$ cat src/rtl/pad_pull_pkg.sv
// Shared definitions for the pad pull register bank.
// Assumes 8 pins of 2-bit fields per 32-bit register.
package pad_pull_pkg;

    typedef enum logic [1:0] {
        PULL_NONE = 2'b00,
        PULL_UP   = 2'b01,
        PULL_DOWN = 2'b10,
        PULL_KEEP = 2'b11
    } pull_mode_e;

    localparam int PINS_PER_WORD = 8;
    localparam int FIELD_W       = 2;
    localparam int DATA_W        = PINS_PER_WORD * FIELD_W;

    // Bit position of a pin slot's field inside the 16 data bits.
    function automatic int field_lsb(input int slot, input bit reversed);
        return reversed ? FIELD_W * (PINS_PER_WORD - 1 - slot) : FIELD_W * slot;
    endfunction

endpackage

$ cat src/rtl/pad_pull_word.sv
// One 16-bit pull-setting register with per-bit write enable.
// Assumes the caller has already qualified wr_sel with address and range.
module pad_pull_word
    import pad_pull_pkg::*;
(
    input  logic              clk,
    input  logic              rst_n,
    input  logic              wr_sel,
    input  logic [DATA_W-1:0] wmask,
    input  logic [DATA_W-1:0] wdata,
    output logic [DATA_W-1:0] q
);

    // Store only the masked data bits; clear on reset.
    always_ff @(posedge clk) begin
        if (!rst_n) begin
            q <= '0;
        end else if (wr_sel) begin
            q <= (q & ~wmask) | (wdata & wmask);
        end
    end

endmodule

$ cat src/rtl/pad_pull_decode.sv
// Decodes the eight pin fields of one register into registered
// pull-up, pull-down and keeper enables. REVERSED picks the field packing.
module pad_pull_decode
    import pad_pull_pkg::*;
#(
    parameter bit REVERSED = 1'b0
)(
    input  logic                     clk,
    input  logic                     rst_n,
    input  logic [DATA_W-1:0]        word,
    output logic [PINS_PER_WORD-1:0] up,
    output logic [PINS_PER_WORD-1:0] down,
    output logic [PINS_PER_WORD-1:0] keep
);

    logic [PINS_PER_WORD-1:0] up_d;
    logic [PINS_PER_WORD-1:0] down_d;
    logic [PINS_PER_WORD-1:0] keep_d;

    for (genvar s = 0; s < PINS_PER_WORD; s++) begin : g_slot
        localparam int LSB = field_lsb(s, REVERSED);
        pull_mode_e mode;
        assign mode      = pull_mode_e'(word[LSB +: FIELD_W]);
        assign up_d[s]   = (mode == PULL_UP);
        assign down_d[s] = (mode == PULL_DOWN);
        assign keep_d[s] = (mode == PULL_KEEP);
    end

    // Register the decoded enables toward the pads.
    always_ff @(posedge clk) begin
        if (!rst_n) begin
            up   <= '0;
            down <= '0;
            keep <= '0;
        end else begin
            up   <= up_d;
            down <= down_d;
            keep <= keep_d;
        end
    end

endmodule

$ cat src/rtl/pad_pull_readback.sv
// Registered readback of the selected register; upper half reads zero.
// Assumes in_range is false whenever idx is at or beyond NUM_REGS.
module pad_pull_readback
    import pad_pull_pkg::*;
#(
    parameter int NUM_REGS = 4,
    parameter int IDX_W    = 3
)(
    input  logic                           clk,
    input  logic                           rst_n,
    input  logic                           rd_en,
    input  logic                           in_range,
    input  logic [IDX_W-1:0]               idx,
    input  logic [NUM_REGS-1:0][DATA_W-1:0] words,
    output logic [31:0]                    rdata
);

    logic [DATA_W-1:0] sel_word;

    // Pick the addressed word, zero when the index is out of range.
    always_comb begin
        sel_word = '0;
        for (int i = 0; i < NUM_REGS; i++) begin
            if (in_range && idx == IDX_W'(i)) begin
                sel_word = words[i];
            end
        end
    end

    // Capture read data on a read strobe; hold otherwise.
    always_ff @(posedge clk) begin
        if (!rst_n) begin
            rdata <= '0;
        end else if (rd_en) begin
            rdata <= {{(32 - DATA_W){1'b0}}, sel_word};
        end
    end

endmodule

$ cat src/rtl/pad_pull_ctrl.sv
// Top of the pad pull register bank: NUM_PINS/8 masked-write registers,
// readback and registered per-pin pull controls.
// Assumes NUM_PINS is a multiple of 8 and fits in the ADDR_W address space.
module pad_pull_ctrl
    import pad_pull_pkg::*;
#(
    parameter int NUM_PINS = 32,
    parameter bit REVERSED = 1'b0,
    parameter int ADDR_W   = 5
)(
    input  logic                clk,
    input  logic                rst_n,
    input  logic                wr_en,
    input  logic                rd_en,
    input  logic [ADDR_W-1:0]   addr,
    input  logic [31:0]         wdata,
    output logic [31:0]         rdata,
    output logic [NUM_PINS-1:0] pull_up,
    output logic [NUM_PINS-1:0] pull_down,
    output logic [NUM_PINS-1:0] keeper
);

    localparam int NUM_REGS = NUM_PINS / PINS_PER_WORD;
    localparam int IDX_W    = ADDR_W - 2;
    localparam logic [IDX_W:0] NUM_REGS_V = (IDX_W + 1)'(NUM_REGS);

    logic [IDX_W-1:0]               idx;
    logic                           in_range;
    logic [NUM_REGS-1:0][DATA_W-1:0] words;
    logic                           unused_addr_lsb;

    assign idx             = addr[ADDR_W-1:2];
    assign in_range        = ({1'b0, idx} < NUM_REGS_V);
    assign unused_addr_lsb = ^addr[1:0];

    for (genvar r = 0; r < NUM_REGS; r++) begin : g_reg
        localparam logic [IDX_W-1:0] RI = IDX_W'(r);
        logic wr_sel;
        assign wr_sel = wr_en && in_range && (idx == RI);

        pad_pull_word u_word (
            .clk   (clk),
            .rst_n (rst_n),
            .wr_sel(wr_sel),
            .wmask (wdata[31:16]),
            .wdata (wdata[15:0]),
            .q     (words[r])
        );

        pad_pull_decode #(.REVERSED(REVERSED)) u_dec (
            .clk  (clk),
            .rst_n(rst_n),
            .word (words[r]),
            .up   (pull_up[r*PINS_PER_WORD +: PINS_PER_WORD]),
            .down (pull_down[r*PINS_PER_WORD +: PINS_PER_WORD]),
            .keep (keeper[r*PINS_PER_WORD +: PINS_PER_WORD])
        );
    end

    pad_pull_readback #(.NUM_REGS(NUM_REGS), .IDX_W(IDX_W)) u_rd (
        .clk     (clk),
        .rst_n   (rst_n),
        .rd_en   (rd_en),
        .in_range(in_range),
        .idx     (idx),
        .words   (words),
        .rdata   (rdata)
    );

endmodule

$ cat config.mk
export PLATFORM = sky130hd
export DESIGN_NAME = pad_pull_ctrl
export DESIGN_NICKNAME = d
export VERILOG_FILES = /design/src/rtl/pad_pull_pkg.sv /design/src/rtl/pad_pull_word.sv /design/src/rtl/pad_pull_decode.sv /design/src/rtl/pad_pull_readback.sv /design/src/rtl/pad_pull_ctrl.sv
export SDC_FILE = /design/constraint.sdc
export NUM_CORES = 1
export LEC_CHECK = 0
export CAP_MARGIN = 20
export CORE_MARGIN = 3
export CORE_UTILIZATION = 53
export DETAILED_ROUTE_END_ITERATION = 8
export MAX_ROUTING_LAYER = met4
export PLACE_DENSITY = 0.86
export RECOVER_POWER = 50
export SLEW_MARGIN = 20
export SYNTH_ARGS = -nofsm -noshare
export SYNTH_HDL_FRONTEND = slang
export SYNTH_HIERARCHICAL = 1
export SYNTH_SLANG_ARGS = --single-unit
$ cat constraint.sdc
create_clock -name clk -period 2 [get_ports clk]
set_input_delay 0.4 -clock clk [delete_from_list [all_inputs] [get_ports clk]]
set_output_delay 0.4 -clock clk [all_outputs]
set_load 0.01 [all_outputs]
==> summary.txt, run 1 <==
max_cap viols -> 0
Crit Path Category -> input pin to flop
Final Slew Violations -> 0
Crit. End Element -> flop
Fmax -> 551 MHz
global route total overflow -> 0
DRC Markers -> 0
Clock Pin Slew Worst Setup and Hold Paths -> 0.07 ns
Hold Fails Final Rpt -> 0
Iter 0 DRT Violations -> 420
CTS tree -> yes
Clk pwr share -> 0.450
PwrDens -> 816 nW/um2
CTS root buf -> clkbuf_16
Worst-Margin Slew -> 0.901 ns
Crit path max-delay family -> buffers and inverters
Mapped Area -> 7020 um2
synth warn -> 6
wire per inst -> 17.4 um
layout cells sized above 1 -> 0.122
Hold WC Path Type -> flop to flop
Switch Pwr -> 1.71 mW
Nets -> 857
IO Port Bufs -> 150
antenna violations before repair -> 1
data required time at the worst endpoint -> 2.32 ns
vias in the first global route -> 5127
Initial DRT Pass Iterations -> 6
overall routed net length -> 17.5 mm
post-CTS setup buffer count -> 0
Fill cells -> 962
Crit-path slowest cell -> dlygate4sd3_1
gr usage total -> 0.250
row count -> 41
flop-to-flop setup slack -> 0.80 ns
synth unique cells -> 36
floorplan core area -> 12800 um2
final setup fails -> 0
CP Data Arrival Time -> 2.13 ns
Sw Share -> 0.235
Initial Util -> 0.549
Period Utilization, post-route -> 0.908
htree depth -> 4
hold path depth -> 2
DR vias/cell -> 5.33
setup TNS -> 0 ns
commonest non-fill, non-tap cell in the layout -> nand2_1
antenna-violating nets left -> 0
post-cts resize count -> 0
total power -> 7.29 mW
first-pass GRT wire length -> 27.3 mm
clk_lat worst skew -> 0.43 ns
Critical Path Fanout Max -> 29
status -> completed
# IOs -> 169
number of synthesized register bits -> 176
maximum vdd drop -> 606 uV
reg2reg path depth -> 3
Die Area -> 14700 um2
TritonCTS Buffers -> 17
HPWL Detailed -> 12.4 mm
Worst slew margin -> 0.400
register area share after synthesis -> 0.502
Placer Congestion -> 0.869
largest net degree at the start of global routing -> 78
cells along the critical path -> dlygate4sd3_1 -> clkbuf_4 -> nand4bb_1 -> buf_4 -> o22ai_1 -> o21ai_1
clock buffer depth -> 2
post-layout min period -> 1.82 ns
Worst Path Buf+Inv -> 3
Lkg Pwr -> 4.04 nW
Clock Skew -> 0.00715 ns
vias -> 5343
Core Util, Final -> 0.699
CTS Sinks -> 176
nature of the critical path startpoint -> input pin
internal power -> 5.58 mW
worst min-delay path startpoint -> u_rd/rdata[7]
Gate power share -> 0.061
FF-to-FF End -> u_rd/rdata[1]
Hold WS -> 0.456 ns
Layout area overhead -> 27.3%
most frequent cells in the layout -> nand2_1 (187), dfxtp_1 (176), clkdlybuf4s50_1 (148), mux2i_1 (65), and3b_1 (48)
Die Height -> 121 um
largest stage delay on the critical path -> 0.54 ns
synthesized area per cell -> 10.4 um2
Die W -> 121 um
Flop pwr share -> 0.489
hold buffers post-CTS -> 0
RSZ-0062 raised after global routing -> false
Hold Path End -> u_rd/rdata[7]
Cells after Synth -> 674
-- cell type report --
type                    count  area (um2)  area share
repair buffers            163        1670       0.186
flip-flops and latches    176        3520       0.395
inverters                   1        3.75    0.000420
clock buffers              17         425      0.0476
well taps                 172         215      0.0241
diodes                      1        2.50    0.000280
multi-input cells         457        2940       0.329
clock inverters            15         158      0.0177
-- synthesized netlist by cell type --
cell	number	share of area
and4bb_2	2	0.0036
o221ai_1	4	0.0050
nand2b_1	1	0.00089
inv_1	1	0.00053
and4b_2	1	0.0016
a32o_1	1	0.0014
and3b_2	16	0.023
conb_1	1	0.00053
buf_12	5	0.014
mux2_4	10	0.021
and3_1	32	0.029
mux2_2	1	0.0016
o21ai_2	3	0.0037
nand2_1	167	0.089
buf_6	28	0.045
clkbuf_1	2	0.0011
nand2_2	40	0.036
nand4b_4	1	0.0034
nand4b_1	1	0.0012
clkbuf_2	1	0.00071
and4b_1	1	0.0014
clkbuf_4	1	0.0011
a211o_1	1	0.0012
and3b_1	48	0.060
buf_2	1	0.00071
a211oi_1	4	0.0043
o21ai_0	2	0.0014
o22ai_1	10	0.0089
dfxtp_1	176	0.50
buf_4	17	0.018
o21ai_1	21	0.015
nor2b_1	6	0.0053
o22ai_2	1	0.0018
nand4bb_1	1	0.0016
nor4b_2	1	0.0021
mux2i_1	65	0.093
-- power groups by stage --
| stage | registers, mW | logic (mW) | clock network [mW] |
|---|---|---|---|
| after floorplan | 3.64 | 0.278 | 0 |
| after global placement | 3.64 | 0.434 | 0 |
| after detailed placement | 3.65 | 0.448 | 0 |
| after CTS | 3.57 | 0.451 | 3.32 |
| after global routing | 3.57 | 0.473 | 3.46 |
| final | 3.57 | 0.441 | 3.28 |
-- worst reg2reg max path, delay by kind of cell, from the launching register on --
| kind | cells | cell delay, ns |
|---|---|---|
| AO/OA/AOI/OAI | 2 | 0.59 |
| AND/OR/NAND/NOR | 1 | 0.14 |
| flip-flops | 1 | 0.36 |
-- cells by family (layout without fill, tap and decap cells) --
logic type / after synthesis / after routing / synth area share
flops: 176 / 176 / 0.502
buf+inv: 56 / 196 / 0.0815
simple gates: 318 / 318 / 0.257
other cells: 1 / 17 / 0.000534
mux: 76 / 76 / 0.116
compound gates: 47 / 47 / 0.0428
-- worst max-delay path by stage --
stage	cells after the start	to	start
after global routing	6	u_rd/rdata[3]	addr[2]
after CTS	1	keeper[8]	g_reg[1].u_dec/keep[0]
final	6	u_rd/rdata[3]	addr[2]
after detailed placement	5	u_rd/rdata[1]	addr[4]
after global placement	5	u_rd/rdata[1]	addr[4]
after floorplan	5	u_rd/rdata[3]	addr[2]
-- layer usage --
layer | part of all wire | track usage | wire length, um | vias to the layer above
li1 | - | - | - | 2529
met1 | 0.47 | 0.335 | 8240 | 2590
met2 | 0.44 | 0.372 | 7760 | 183
met3 | 0.051 | 0.0457 | 891 | 41
met4 | 0.033 | 0.110 | 576 | 0
met5 | 0 | - | 0 | -
-- per-stage QoR --
stage	cell area (um2)	std cells	setup WS [ns]
finish	8930	1002	0.185
global route	8930	1002	0.111
CTS	9010	1001	0.248
detailed placement	8430	969	-0.00838
global placement	8430	969	0.0470
floorplan	7070	689	0.739
No activity file was read; power rests on OpenSTA's default activity.
==> run 2, diff against run 1 <==
--- a/config.mk
+++ b/config.mk
@@ -9,6 +9,7 @@
 export CORE_MARGIN = 3
 export CORE_UTILIZATION = 53
 export DETAILED_ROUTE_END_ITERATION = 8
+export HOLD_SLACK_MARGIN = 0.08
 export MAX_ROUTING_LAYER = met4
 export PLACE_DENSITY = 0.86
 export RECOVER_POWER = 50
==> results of run 2 <==
Same layout as run 1: the final DEF is identical, and so are final timing and power.
==> run 3, diff against run 2 <==
--- a/config.mk
+++ b/config.mk
@@ -13,6 +13,7 @@
 export MAX_ROUTING_LAYER = met4
 export PLACE_DENSITY = 0.86
 export RECOVER_POWER = 50
+export SKIP_LAST_GASP = 1
 export SLEW_MARGIN = 20
 export SYNTH_ARGS = -nofsm -noshare
 export SYNTH_HDL_FRONTEND = slang
==> results of run 3 <==
Same layout as run 1: the final DEF is identical, and so are final timing and power.
